===== src/rtl/ptw_pkg.sv =====
package ptw_pkg;
  typedef enum logic [2:0] {
    CAUSE_NONE    = 3'd0,
    CAUSE_INVALID = 3'd1,
    CAUSE_NOT_RES = 3'd2,
    CAUSE_WRITE   = 3'd3,
    CAUSE_USER    = 3'd4
  } cause_e;

  typedef enum logic [1:0] {
    ST_IDLE,
    ST_L1,
    ST_L2,
    ST_RESP
  } state_e;

  localparam int unsigned FLAG_W  = 4;
  localparam int unsigned BIT_VLD = 0;
  localparam int unsigned BIT_RES = 1;
  localparam int unsigned BIT_WR  = 2;
  localparam int unsigned BIT_USR = 3;
endpackage


===== src/rtl/ptw_va_split.sv =====
module ptw_va_split #(
  parameter int unsigned IDX_W = 10,
  parameter int unsigned OFF_W = 12,
  localparam int unsigned VA_W = 2 * IDX_W + OFF_W
) (
  input  logic [VA_W-1:0]  va_i,
  output logic [IDX_W-1:0] idx_hi_o,
  output logic [IDX_W-1:0] idx_lo_o,
  output logic [OFF_W-1:0] off_o
);
  assign idx_hi_o = va_i[OFF_W+IDX_W +: IDX_W];
  assign idx_lo_o = va_i[OFF_W +: IDX_W];
  assign off_o    = va_i[OFF_W-1:0];
endmodule


===== src/rtl/ptw_entry_addr.sv =====
module ptw_entry_addr #(
  parameter int unsigned IDX_W = 10,
  parameter int unsigned PA_W  = 32
) (
  input  logic [PA_W-1:0]  base_i,
  input  logic [IDX_W-1:0] idx_i,
  output logic [PA_W-1:0]  addr_o
);
  localparam int unsigned PAD_W = PA_W - IDX_W - 2;
  // entries are 4 bytes
  assign addr_o = base_i + {{PAD_W{1'b0}}, idx_i, 2'b00};
endmodule


===== src/rtl/ptw_pte_eval.sv =====
module ptw_pte_eval
  import ptw_pkg::*;
#(
  parameter bit LEAF = 1'b1
) (
  input  logic [FLAG_W-1:0] flags_i,
  input  logic              write_i,
  input  logic              user_i,
  output logic              fault_o,
  output cause_e            cause_o
);
  logic perm_user_bad, perm_write_bad;

  generate
    if (LEAF) begin : g_leaf
      assign perm_user_bad  = user_i && !flags_i[BIT_USR];
      assign perm_write_bad = write_i && !flags_i[BIT_WR];
    end else begin : g_dir
      logic unused_dir;
      assign unused_dir     = ^{write_i, user_i, flags_i[BIT_USR], flags_i[BIT_WR]};
      assign perm_user_bad  = 1'b0;
      assign perm_write_bad = 1'b0;
    end
  endgenerate

  always_comb begin
    if (!flags_i[BIT_VLD])      cause_o = CAUSE_INVALID;
    else if (!flags_i[BIT_RES]) cause_o = CAUSE_NOT_RES;
    else if (perm_user_bad)     cause_o = CAUSE_USER;
    else if (perm_write_bad)    cause_o = CAUSE_WRITE;
    else                        cause_o = CAUSE_NONE;
  end
  assign fault_o = (cause_o != CAUSE_NONE);
endmodule


===== src/rtl/ptw_walker.sv =====
module ptw_walker
  import ptw_pkg::*;
#(
  parameter int unsigned IDX_W = 10,
  parameter int unsigned OFF_W = 12,
  parameter int unsigned PA_W  = 32,
  localparam int unsigned VA_W = 2 * IDX_W + OFF_W
) (
  input  logic            clk_i,
  input  logic            rst_ni,
  input  logic [PA_W-1:0] root_base_i,
  input  logic            req_valid_i,
  input  logic [VA_W-1:0] req_vaddr_i,
  input  logic            req_write_i,
  input  logic            req_user_i,
  output logic            busy_o,
  output logic            mem_req_o,
  output logic [PA_W-1:0] mem_addr_o,
  input  logic            mem_rvalid_i,
  input  logic [PA_W-1:0] mem_rdata_i,
  output logic            resp_valid_o,
  output logic [PA_W-1:0] resp_paddr_o,
  output logic            resp_fault_o,
  output logic [2:0]      resp_cause_o
);
  localparam int unsigned FRAME_W = PA_W - OFF_W;

  state_e            state_q;
  logic [VA_W-1:0]   va_q;
  logic              wr_q, usr_q;
  logic [PA_W-1:0]   base_q;
  logic [PA_W-1:0]   paddr_q;
  logic              fault_q;
  cause_e            cause_q;

  logic [IDX_W-1:0]  idx_hi, idx_lo, idx_cur;
  logic [OFF_W-1:0]  off;
  logic [FRAME_W-1:0] pte_frame;
  logic [FLAG_W-1:0] pte_flags;
  logic              dir_fault, leaf_fault;
  cause_e            dir_cause, leaf_cause;
  logic              unused_pte_bits;

  ptw_va_split #(.IDX_W(IDX_W), .OFF_W(OFF_W)) u_split (
    .va_i     (va_q),
    .idx_hi_o (idx_hi),
    .idx_lo_o (idx_lo),
    .off_o    (off)
  );

  assign idx_cur = (state_q == ST_L2) ? idx_lo : idx_hi;

  ptw_entry_addr #(.IDX_W(IDX_W), .PA_W(PA_W)) u_eaddr (
    .base_i (base_q),
    .idx_i  (idx_cur),
    .addr_o (mem_addr_o)
  );

  assign pte_frame       = mem_rdata_i[PA_W-1:OFF_W];
  assign pte_flags       = mem_rdata_i[FLAG_W-1:0];
  assign unused_pte_bits = ^mem_rdata_i[OFF_W-1:FLAG_W];

  ptw_pte_eval #(.LEAF(1'b0)) u_dir_eval (
    .flags_i (pte_flags),
    .write_i (wr_q),
    .user_i  (usr_q),
    .fault_o (dir_fault),
    .cause_o (dir_cause)
  );

  ptw_pte_eval #(.LEAF(1'b1)) u_leaf_eval (
    .flags_i (pte_flags),
    .write_i (wr_q),
    .user_i  (usr_q),
    .fault_o (leaf_fault),
    .cause_o (leaf_cause)
  );

  always_ff @(posedge clk_i or negedge rst_ni) begin
    if (!rst_ni) begin
      state_q <= ST_IDLE;
      va_q    <= '0;
      wr_q    <= 1'b0;
      usr_q   <= 1'b0;
      base_q  <= '0;
      paddr_q <= '0;
      fault_q <= 1'b0;
      cause_q <= CAUSE_NONE;
    end else begin
      unique case (state_q)
        ST_IDLE: if (req_valid_i) begin
          va_q    <= req_vaddr_i;
          wr_q    <= req_write_i;
          usr_q   <= req_user_i;
          base_q  <= root_base_i;
          state_q <= ST_L1;
        end
        ST_L1: if (mem_rvalid_i) begin
          if (dir_fault) begin
            paddr_q <= '0;
            fault_q <= 1'b1;
            cause_q <= dir_cause;
            state_q <= ST_RESP;
          end else begin
            base_q  <= {pte_frame, {OFF_W{1'b0}}};
            state_q <= ST_L2;
          end
        end
        ST_L2: if (mem_rvalid_i) begin
          paddr_q <= leaf_fault ? '0 : {pte_frame, off};
          fault_q <= leaf_fault;
          cause_q <= leaf_cause;
          state_q <= ST_RESP;
        end
        ST_RESP: state_q <= ST_IDLE;
        default: state_q <= ST_IDLE;
      endcase
    end
  end

  assign busy_o       = (state_q != ST_IDLE);
  assign mem_req_o    = (state_q == ST_L1) || (state_q == ST_L2);
  assign resp_valid_o = (state_q == ST_RESP);
  assign resp_paddr_o = paddr_q;
  assign resp_fault_o = fault_q;
  assign resp_cause_o = cause_q;
endmodule


===== config.mk =====
export PLATFORM = sky130hd
export DESIGN_NAME = ptw_walker
export DESIGN_NICKNAME = d
export VERILOG_FILES = /design/src/rtl/ptw_pkg.sv /design/src/rtl/ptw_va_split.sv /design/src/rtl/ptw_entry_addr.sv /design/src/rtl/ptw_pte_eval.sv /design/src/rtl/ptw_walker.sv
export SDC_FILE = /design/constraint.sdc
export NUM_CORES = 1
export LEC_CHECK = 0
export BUFFER_PORTS_ARGS = -buffer_cell sky130_fd_sc_hd__buf_2
export CORE_ASPECT_RATIO = 0.9
export CORE_MARGIN = 8
export CORE_UTILIZATION = 55
export DETAILED_ROUTE_END_ITERATION = 6
export GPL_ROUTABILITY_DRIVEN = 0
export PLACE_DENSITY_LB_ADDON = 0.12
export SLEW_MARGIN = 20
export SYNTH_ARGS = -nofsm -noshare
export SYNTH_HDL_FRONTEND = slang
export SYNTH_SLANG_ARGS = --single-unit

===== constraint.sdc =====
create_clock -name clk_i -period 10.78 [get_ports clk_i]
set_input_delay 2.156 -clock clk_i [delete_from_list [all_inputs] [get_ports clk_i]]
set_output_delay 2.156 -clock clk_i [all_outputs]
set_load 0.1 [all_outputs]

==> metrics.md <==
| Metric | Value |
|---|---|
| Routed WL per cell | `18.4 um` |
| Diode count | `0` |
| Startpoint class of the critical path | `register` |
| Antenna viol nets, final | `0` |
| Final cycle utilization of the critical path | `59.3%` |
| CP Cell Sequence | `inv_1, ha_1, mux2_2, ha_1, fa_1, a211oi_1, o21ai_1, a31o_1, nand3_1, xnor2_1, buf_2` |
| Clk pin slew, worst setup/hold paths | `around 0.090 ns` |
| Netlist Area Pre-Place | `5150 sq um` |
| Drt drc | `0` |
| Crit-path max FO | `14` |
| Die X | `around 120 um` |
| Setup Skew | `0.0100 ns` |
| Yosys warning count | `0` |
| Post-Syn Nets | `551` |
| Crit path top cell by count | `ha_1` |
| # port buffers | `164` |
| # IOs | `between 150 and 200` |
| Detailed Route WL | `around 13000 um` |
| Final Setup Violations | `0` |
| Die height | `108 um` |
| Initial DRC Count | `256` |
| Syn Inst Count | `434` |
| Multi-input gate area | `2380 sq um` |
| Layout cells sized above 1 | `40.4%` |
| FF+latch area | `2600 sq um` |
| Overflow after GRT | `0` |
| CTS tree | `yes` |
| Worst path bufs/invs | `2` |
| Cell family with most CP delay | `adder cells` |
| Worst-Margin Slew | `0.772 ns` |
| Synthesized flop and latch total | `between 100 and 150` |
| Crit-path slowest cell | `ha_1` |
| Min Clock Period, post-route | `6.39 ns` |
| H-Tree Level Count | `3` |
| Critical path arrival | `4.23 ns` |
| Top-area cell type share of the netlist area | `about half` |
| Final nets | `706` |
| Post-CTS setup buffer count | `0` |
| Slowest cell delay on critical path | `around 0.6 ns` |
| Via/cell ratio | `5.48` |
| Post-DP HPWL | `10200 um` |
| Max Clock Freq | `0.156 GHz` |
| Initial antenna violation count | `1` |
| Setup CP Type | `register to output port` |
| Post-CTS Hold Fix Bufs | `0` |
| Clock sink count | `104` |
| Cell variety after synth | `49` |
| Worst-skew pair later-pin latency | `0.36 ns` |
| Setup TNS | `0 ns` |
| Largest cells by area after synthesis | `dfrtp_1 51%, mux2_2 9.6%, a22o_1 7.5%, mux2i_1 3.9%, ha_1 3.4%` |
| Die area | `roughly 13000 sq um` |
| Final Hold Viols | `0` |
| CTS Root Cell | `clkbuf_8` |
| Setup crit end kind | `output port` |
| RSZ-0062 raised after global routing | `no` |
| HP Class | `register to register` |
| Sequential element share of the synthesized area | `50.5%` |
| First-pass GRT wire length | `approximately 21000 um` |
| WP data required | `8.62 ns` |
| Largest net degree at the start of global routing | `55` |
| CTS Buffer Depth | `2` |
| Starting Density | `between 50% and 60%` |
| Max cap viols | `0` |
| Total CTS buffers | `9` |
| PostCTS Resize Cnt | `0` |
| Vias in the first global route | `4160` |
| Rel. slew slack | `between 40% and 50%` |
| Commonest non-fill, non-tap cell in the layout | `buf_2` |
| Most frequent cells in the layout | `163 x buf_2, 104 x dfrtp_1, 44 x mux2_2, 44 x a22o_1, 35 x nand2_1` |
| Via count | `approximately 3900` |
| Placeable Area | `9130 sq um` |
| Drt pass-1 iters | `4` |
| # rows | `33` |
| Syn_area_per_cell | `11.9 sq um` |
| Area grow syn2layout | `20.8%` |
| Biggest area consumer among synthesized cells | `dfrtp_1` |
| Final Max Slew Viols | `0` |
| Layout fillers | `723` |
| Status | `finished clean` |
| GRT Util Overall | `20.5%` |
[cells in the mapped netlist, drive strengths merged]
cell    count
nor4        1
o21ai      28
ha         14
and4        1
mux2i      20
xnor2      12
nor2       10
mux2       45
nor4b       1
a211oi      4
nand3b      1
a21o        4
nor3        3
nand4       6
xor2       13
o31ai       1
nor2b       4
a21oi      14
o22ai       1
or2         2
inv         6
a22o       44
fa          1
and2        2
nand2b      2
dfrtp     104
clkbuf     11
and3        1
a21boi      7
o21a        2
o211ai      1
o2bb2a      1
buf        14
nand2      35
a31o        1
nand3      15
a211o       1
nand4b      1
[registers in the layout, indices dropped and copies added (netlist names)]
| name | flops |
|---|---|
| usr_q | 1 |
| resp_cause_o | 3 |
| va_q | 32 |
| base_q | 32 |
| resp_paddr_o | 32 |
| resp_fault_o | 1 |
| wr_q | 1 |
| state_q | 2 |
[cell families (layout without fill, tap and decap cells)]
family	Yosys count	in the layout	share of synthesized area, %
AO/OA/AOI/OAI	109	109	15.3
XOR/XNOR	25	25	4.25
adder cells (fa/ha/maj)	15	15	3.79
buffers and inverters	31	191	3.21
flip-flops	104	104	50.5
multiplexers	65	65	13.7
AND/OR/NAND/NOR	85	85	9.18
[stage by stage]
stage / utilization (%) / hold slack [ns] / std cells / setup WS, ns / area [sq um]
CTS: 68.2 / 0.492 / 716 / 4.34 / 6220
global placement: 66.0 / 0.460 / 700 / 4.86 / 6020
floorplan: - / 0.460 / 434 / 4.40 / 5150
finish: 68.2 / 0.488 / 716 / 4.39 / 6220
detailed placement: 66.0 / 0.460 / 700 / 4.78 / 6020
global route: 68.2 / 0.499 / 716 / 4.12 / 6220
[path summary, 6_finish.rpt]
check / endpoint / depth (start not counted) / start / slack (ns)
worst max register to register: resp_paddr_o[25] / 8 / state_q[1] / 7.70
worst min register to register: resp_cause_o[0] / 1 / resp_cause_o[0] / 0.49
worst max-delay path: mem_addr_o[30] / 11 / state_q[0] / 4.39
min in group asynchronous: va_q[2] / 1 / rst_ni / 1.79
max in group asynchronous: va_q[11] / 2 / rst_ni / 7.85
worst min-delay path: resp_cause_o[0] / 1 / resp_cause_o[0] / 0.49
[layout make-up]
class / instances / share of cell area [%]
multi-input cells: 299 / 38.3
inverters: 6 / 0.362
clock buffers: 9 / 1.99
clock inverters: 7 / 1.27
flip-flops and latches: 104 / 41.8
repair buffers: 169 / 13.8
well taps: 122 / 2.45
[per-layer routing]
layer	global-route usage (%)	vias up	routed length (um)
li1	-	1880	-
met1	26.0	1915	5790
met2	32.9	112	6300
met3	6.87	16	916
met4	6.21	2	171
met5	0	-	11
Power is left out: the tool's default activity adds up to more than one toggle a clock period on the data nets, which glitch-free logic cannot reach.
